## src/rtl/useq_pkg.sv

```systemverilog
package useq_pkg;
  localparam int UA_W  = 8;
  localparam int UW_W  = 64;
  localparam int SEL_W = 4;
  localparam int OPC_W = 9;
  localparam int EXT_N = (1 << SEL_W) - 2;
  localparam int DP_W  = UW_W - SEL_W - 2 * UA_W;

  localparam logic [UA_W-1:0] TGT_STEP   = 8'hFC;
  localparam logic [UA_W-1:0] TGT_HOLD   = 8'hFD;
  localparam logic [UA_W-1:0] TGT_RETURN = 8'hFE;
  localparam logic [UA_W-1:0] TGT_FORK   = 8'hFF;

  typedef enum logic [2:0] {
    ACT_STEP, ACT_HOLD, ACT_RETURN, ACT_FORK, ACT_JUMP
  } act_e;

  typedef struct packed {
    logic [SEL_W-1:0] sel;
    logic [UA_W-1:0]  tgt_then;
    logic [UA_W-1:0]  tgt_else;
    logic [DP_W-1:0]  dp;
  } uword_t;

  function automatic act_e target_kind(input logic [UA_W-1:0] t);
    if (t == TGT_STEP)        return ACT_STEP;
    else if (t == TGT_HOLD)   return ACT_HOLD;
    else if (t == TGT_RETURN) return ACT_RETURN;
    else if (t == TGT_FORK)   return ACT_FORK;
    else                      return ACT_JUMP;
  endfunction

  function automatic logic [UA_W-1:0] step_addr(input logic [UA_W-1:0] a);
    return a + 1'b1;
  endfunction

  function automatic logic [UA_W-1:0] map_entry(input logic [OPC_W-1:0] op);
    return {op[8] ^ op[7], op[6:0]};
  endfunction

  function automatic logic [UA_W-1:0] call_target(input logic [UA_W-1:0] a);
    logic [UA_W-1:0] t;
    t = 8'(a * 8'd5 + 8'd16);
    if (t >= TGT_STEP) t = t & 8'h7F;
    return t;
  endfunction

  function automatic uword_t rom_word(input logic [UA_W-1:0] a);
    uword_t w;
    w.dp = {4'hA, a, ~a, a ^ 8'h3C, a[3:0], a[7:4], a};
    if (a == 8'h00) begin
      w.sel = 4'd1; w.tgt_then = TGT_FORK; w.tgt_else = TGT_HOLD;
    end else if (a == 8'hFF) begin
      w.sel = 4'd0; w.tgt_then = TGT_STEP; w.tgt_else = TGT_STEP;
    end else if (a >= 8'hC0 && a <= 8'hD2) begin
      w.sel = 4'd0;
      w.tgt_else = TGT_STEP;
      w.tgt_then = (!a[0] && a != 8'hD2) ? a + 8'd2 : TGT_RETURN;
    end else begin
      w.sel = a[3:0];
      case (a[5:4])
        2'd0:    w.tgt_then = TGT_STEP;
        2'd1:    w.tgt_then = call_target(a);
        2'd2:    w.tgt_then = TGT_RETURN;
        default: w.tgt_then = TGT_FORK;
      endcase
      case (a[7:6])
        2'd0:    w.tgt_else = TGT_HOLD;
        2'd1:    w.tgt_else = TGT_STEP;
        2'd2:    w.tgt_else = a ^ 8'h55;
        default: w.tgt_else = TGT_RETURN;
      endcase
      if (a[3:0] == 4'hF) w.tgt_else = TGT_STEP;
    end
    return w;
  endfunction
endpackage

```

## src/rtl/useq_cond_mux.sv

```systemverilog
module useq_cond_mux #(
  parameter int SW = 4
) (
  input  logic                 clk,
  input  logic                 rst,
  input  logic [SW-1:0]        sel,
  input  logic [(1<<SW)-3:0]   ext,
  output logic                 hit
);
  localparam int N = 1 << SW;

  logic [N-1:0] vec;
  assign vec = {1'b0, ext, 1'b1};
  assign hit = vec[sel];


  always_true_chk: assert property (@(posedge clk) disable iff (rst)
    (sel == '0) |-> hit);

  always_false_chk: assert property (@(posedge clk) disable iff (rst)
    (sel == SW'(N - 1)) |-> !hit);
endmodule

```

## src/rtl/useq_ret_stack.sv

```systemverilog
module useq_ret_stack #(
  parameter int W     = 8,
  parameter int DEPTH = 8
) (
  input  logic         clk,
  input  logic         rst,
  input  logic         push,
  input  logic         pop,
  input  logic [W-1:0] push_data,
  output logic [W-1:0] top_data,
  output logic         empty,
  output logic         full
);
  localparam int PW = (DEPTH > 1) ? $clog2(DEPTH) : 1;
  localparam int CW = $clog2(DEPTH + 1);

  logic [W-1:0]  mem [DEPTH];
  logic [PW-1:0] wp;
  logic [PW-1:0] rp;
  logic [CW-1:0] cnt;

  function automatic logic [PW-1:0] wrap_inc(input logic [PW-1:0] p);
    return (p == PW'(DEPTH - 1)) ? '0 : p + 1'b1;
  endfunction

  function automatic logic [PW-1:0] wrap_dec(input logic [PW-1:0] p);
    return (p == '0) ? PW'(DEPTH - 1) : p - 1'b1;
  endfunction

  assign rp       = wrap_dec(wp);
  assign empty    = (cnt == '0);
  assign full     = (cnt == CW'(DEPTH));
  assign top_data = empty ? '0 : mem[rp];

  always_ff @(posedge clk) begin
    if (push) mem[wp] <= push_data;
  end

  always_ff @(posedge clk) begin
    if (rst) begin
      wp  <= '0;
      cnt <= '0;
    end else if (push) begin
      wp <= wrap_inc(wp);
      if (!full) cnt <= cnt + 1'b1;
    end else if (pop && !empty) begin
      wp  <= rp;
      cnt <= cnt - 1'b1;
    end
  end


  stack_bound_chk: assert property (@(posedge clk) disable iff (rst)
    cnt <= CW'(DEPTH));

  push_top_chk: assert property (@(posedge clk) disable iff (rst)
    push |=> (top_data == $past(push_data)));

  pop_empty_chk: assert property (@(posedge clk) disable iff (rst)
    (pop && empty) |=> empty);
endmodule

```

## src/rtl/useq_next_addr.sv

```systemverilog
module useq_next_addr
  import useq_pkg::*;
(
  input  logic [UA_W-1:0] upc,
  input  logic [UA_W-1:0] tgt,
  input  logic [UA_W-1:0] map_addr,
  input  logic [UA_W-1:0] pop_data,
  output logic [UA_W-1:0] nxt,
  output logic [UA_W-1:0] push_data,
  output act_e            act,
  output logic            push,
  output logic            pop
);
  always_comb begin
    act       = target_kind(tgt);
    push      = 1'b0;
    pop       = 1'b0;
    push_data = step_addr(upc);
    case (act)
      ACT_STEP:   nxt = step_addr(upc);
      ACT_HOLD:   nxt = upc;
      ACT_RETURN: begin nxt = pop_data; pop = 1'b1; end
      ACT_FORK:   nxt = map_addr;
      default:    begin nxt = tgt; push = 1'b1; end
    endcase
  end
endmodule

```

## src/rtl/useq_top.sv

```systemverilog
module useq_top
  import useq_pkg::*;
#(
  parameter int STACK_DEPTH = 8
) (
  input  logic             clk,
  input  logic             rst,
  input  logic [EXT_N-1:0] cond_in,
  input  logic [OPC_W-1:0] opcode,
  output logic [UA_W-1:0]  uaddr,
  output logic [DP_W-1:0]  ctrl_out,
  output logic [UA_W-1:0]  trace_char
);
  logic [UA_W-1:0] upc;
  uword_t          ir;
  logic            hit;
  logic [UA_W-1:0] tgt;
  logic [UA_W-1:0] map_addr;
  logic [UA_W-1:0] pop_data;
  logic [UA_W-1:0] push_data;
  logic [UA_W-1:0] nxt;
  act_e            act;
  logic            push;
  logic            pop;
  logic            stk_empty;
  logic            stk_full;
  uword_t          chk_w;

  useq_cond_mux #(.SW(SEL_W)) u_cond (
    .clk (clk),
    .rst (rst),
    .sel (ir.sel),
    .ext (cond_in),
    .hit (hit)
  );

  assign tgt      = hit ? ir.tgt_then : ir.tgt_else;
  assign map_addr = map_entry(opcode);

  useq_next_addr u_next (
    .upc       (upc),
    .tgt       (tgt),
    .map_addr  (map_addr),
    .pop_data  (pop_data),
    .nxt       (nxt),
    .push_data (push_data),
    .act       (act),
    .push      (push),
    .pop       (pop)
  );

  useq_ret_stack #(.W(UA_W), .DEPTH(STACK_DEPTH)) u_stack (
    .clk       (clk),
    .rst       (rst),
    .push      (push),
    .pop       (pop),
    .push_data (push_data),
    .top_data  (pop_data),
    .empty     (stk_empty),
    .full      (stk_full)
  );

  always_ff @(posedge clk) begin
    if (rst) begin
      upc <= '0;
      ir  <= rom_word('0);
    end else begin
      upc <= nxt;
      ir  <= rom_word(nxt);
    end
  end

  assign uaddr      = upc;
  assign ctrl_out   = ir.dp;
  assign trace_char = ir.tgt_else;
  assign chk_w      = rom_word(upc);


  hold_addr_chk: assert property (@(posedge clk) disable iff (rst)
    (act == ACT_HOLD) |=> $stable(uaddr));

  step_addr_chk: assert property (@(posedge clk) disable iff (rst)
    (act == ACT_STEP) |=> (uaddr == UA_W'($past(uaddr) + 1'b1)));

  fork_load_chk: assert property (@(posedge clk) disable iff (rst)
    (act == ACT_FORK) |=> (uaddr == $past(map_addr)));

  jump_load_chk: assert property (@(posedge clk) disable iff (rst)
    (act == ACT_JUMP) |=> (uaddr == $past(tgt)));

  empty_return_chk: assert property (@(posedge clk) disable iff (rst)
    (act == ACT_RETURN && stk_empty) |=> (uaddr == '0));

  full_push_chk: assert property (@(posedge clk) disable iff (rst)
    (push && stk_full) |=> stk_full);

  word_sync_chk: assert property (@(posedge clk) disable iff (rst)
    (ctrl_out == chk_w.dp) && (trace_char == chk_w.tgt_else));
endmodule

```

## config.mk

```make
export PLATFORM = sky130hd
export DESIGN_NAME = useq_top
export DESIGN_NICKNAME = d
export VERILOG_FILES = /design/src/rtl/useq_pkg.sv /design/src/rtl/useq_cond_mux.sv /design/src/rtl/useq_ret_stack.sv /design/src/rtl/useq_next_addr.sv /design/src/rtl/useq_top.sv
export SDC_FILE = /design/constraint.sdc
export NUM_CORES = 1
export LEC_CHECK = 0
export BUFFER_PORTS_ARGS = -buffer_cell sky130_fd_sc_hd__buf_2
export CAP_MARGIN = 0
export CELL_PAD_IN_SITES_DETAIL_PLACEMENT = 0
export CELL_PAD_IN_SITES_GLOBAL_PLACEMENT = 1
export CORE_UTILIZATION = 49
export CTS_BUF_LIST = sky130_fd_sc_hd__clkbuf_2
export DETAILED_ROUTE_END_ITERATION = 6
export GPL_TIMING_DRIVEN = 0
export PLACE_DENSITY_LB_ADDON = 0.1
export REMOVE_ABC_BUFFERS = 1
export SLEW_MARGIN = 20
export SYNTH_ARGS = -nofsm -noshare
export SYNTH_HDL_FRONTEND = slang
export SYNTH_SLANG_ARGS = --single-unit
```

## constraint.sdc

```tcl
create_clock -name clk -period 12.22 [get_ports clk]
set_input_delay 0.611 -clock clk [delete_from_list [all_inputs] [get_ports clk]]
set_output_delay 0.611 -clock clk [all_outputs]
set_load 0.02 [all_outputs]
```

==> results.toml <==
[run_status]
status = "finished, violations left"
violations = "design-rule violations"

[clock_network]
ctsHtreeMaxLevel = 3
clock_latency_ns = 0.63
postCtsSetupBuffers = 0
ctsResizeCount = 0
cts_tree = "done"
cts-root-buf = "clkbuf_2"
clk_pin_slew_ns = 0.29
cts_sinks = 106
cts_buffer_depth = 2
cts_buffers = 9
holdBufCountCts = 0

[routing]
routedWlPerCell_um = 19.3
avgViaCountPerCell = 5.73
vias = 3820
totalWireLength_mm = 12.9
antenna_left = 0
drc = 2
drt_first_pass_iters = 6
drtIter0Drc = 154

[critical_path]
endpoint = "ir[59]"
arrival_ns = 7.08
r2r_start = "u_stack.wp[0]"
worst-r2r-cell-count = 18
critPathKind = "register to register"
cp-start-kind = "register"
crit_start = "u_stack.wp[0]"
cp.required_ns = 12.77
end_kind = "register"
r2r_slack_ns = 5.69
r2r-end = "ir[59]"
crit_fanout = 22

[final_layout]
n_antenna_cell = 0
drive_gt1_share_pct = 28.2
final_common_cell = "buf_2"
final_nets = 566
num-fill-cells = 1028
area_delta_synth_final_pct = 3.13
final_cell_mix = "buf_2, edfxtp_1, dfxtp_1"

[synth]
synth.avg_cell_area_um2 = 11.8
postSynth.topFlopCell = "edfxtp_1"
yosys.area.top_type_share_pct = 32.7
synth_area_um2 = 5880
ys_top_cells_by_area = "edfxtp_1, dfxtp_1, buf_4, mux4_2, mux2i_1"
synth_cell_types = 81
syn_inst = 500
yosys.area.top_type = "edfxtp_1"
synth-seq-cells = 106
yosysSeqAreaShare_pct = 47.0
synth_edf_count = 64
ys_async_sr_fraction_pct = 0
yosysWarningCount = 0

[worst_hold_path]
worstHoldStart = "rst"
hp-class = "input pin to register"

[timing]
post-route-period-util_pct = 53.5
post-route-min-period_ns = 6.53
hold_viol = 0
fin_skew_ns = 0.0509
clock.fmax_ghz = 0.153
finalSetupViolations = 0
slew_headroom_pct = 34.8
tightest_slew_ns = 0.958
slew_violations = 0
setup_tns_ns = 0
rsz0062_at_grt = "false"

[floorplan]
start_util_pct = 50.8
die_height_um = 112
die-area_um2 = 12400
die_w_um = 112
io_pins = 85
core_area_um2 = 11600
fp-row-count = 39

[grt]
grt_pass1_vias = 3810
grt_max_degree = 29
antenna_found_initial = 0
grt_pass1_wl_mm = 20.6
gr-total-overflow = 0
track_usage_pct = 22.0

[run]
maxCapViolCount = 0

[placed_design]
gp_congestion = 0.796
io_buffers = 80
dp_hpwl_mm = 9.37
==> worst max-delay path, cell delays in order, from the launching register on <==
cell,delay [ns]
dfxtp_1,0.81
clkinv_1,0.68
ha_1,0.43
ha_1,0.87
nor2_1,0.21
a221oi_1,0.36
a211oi_1,0.09
a21oi_1,0.32
nor2_1,0.12
o32ai_2,0.72
inv_1,0.17
ha_1,0.34
ha_1,0.30
ha_1,0.33
a21oi_1,0.18
xnor2_1,0.16
xnor2_1,0.15
o21ai_0,0.12
nand4_1,0.10
==> flip-flops by register name, indices dropped and copies added, names as in the netlist <==
signal / count
u_stack.mem: 64
ir: 12
ctrl_out: 9
trace_char: 7
uaddr: 7
u_stack.cnt: 4
u_stack.wp: 3
==> area by class of cell <==
class	count	area [um^2]	share of cell area (%)
Inverter	25	96.3	1.59
Timing Repair Buffer	82	413	6.81
Multi-Input combinational cell	295	2500	41.3
Clock inverter	6	56.3	0.929
Clock buffer	10	50.0	0.826
Sequential cell	106	2760	45.6
Tap cell	143	179	2.95
==> worst min-delay path by stage <==
| stage | slack, ns | to | cells after the start |
|---|---|---|---|
| detailed placement | 0.53 | u_stack.cnt[3] | 2 |
| finish | 0.33 | u_stack.cnt[1] | 2 |
| global placement | 0.52 | u_stack.cnt[2] | 2 |
| CTS | 0.29 | u_stack.cnt[0] | 2 |
| floorplan | 0.49 | u_stack.cnt[3] | 2 |
| global route | 0.29 | u_stack.cnt[0] | 2 |
==> metal layers <==
layer	track usage, %	up-vias	part of all wire, %
met5	0	-	0
met4	9.64	0	1.8
met3	3.59	14	4.0
met2	36.6	90	49
met1	28.3	1888	45
li1	-	1828	-
==> kinds of logic (layout without fill, tap and decap cells) <==
group / Yosys count / count (layout) / synth area share (%)
adder cells (fa/ha/maj): 22 / 22 / 5.07
other: 2 / 5 / 0.128
multiplexers: 40 / 40 / 9.58
buffers and inverters: 102 / 123 / 11.1
XOR/XNOR: 17 / 17 / 2.53
AO/OA/AOI/OAI: 83 / 83 / 12.2
flip-flops: 106 / 106 / 47.0
AND/OR/NAND/NOR: 128 / 128 / 12.4
==> through the flow <==
stage                     utilization [%]  setup slack [ns]  instance area, um^2  hold WS [ns]  instances
after floorplan                         -              7.12                 5340         0.494        426
after global placement               51.1              5.61                 5910         0.519        649
after detailed placement             51.5              5.47                 5950         0.528        651
after CTS                            52.4              5.39                 6060         0.287        667
after global routing                 52.4              5.21                 6060         0.287        667
final                                52.4              5.69                 6060         0.335        667
==> Yosys cell counts (5+ instances only) <==
master,n
edfxtp_1,64
buf_4,62
xor2_1,7
a21o_1,5
inv_1,22
mux4_2,11
nor2_1,18
a21oi_1,14
xnor2_1,10
mux2i_1,24
nor3_1,7
o21ai_0,7
ha_1,19
nor2b_1,10
nand4_1,8
dfxtp_1,42
or2_2,5
clkbuf_1,8
and2_1,8
a211oi_1,11
nor4_1,5
nand3_1,11
nand2_1,26
a221oi_1,5
Power is not shown: default switching activity piles up to over one toggle a cycle in this logic, so the estimate is an artifact.
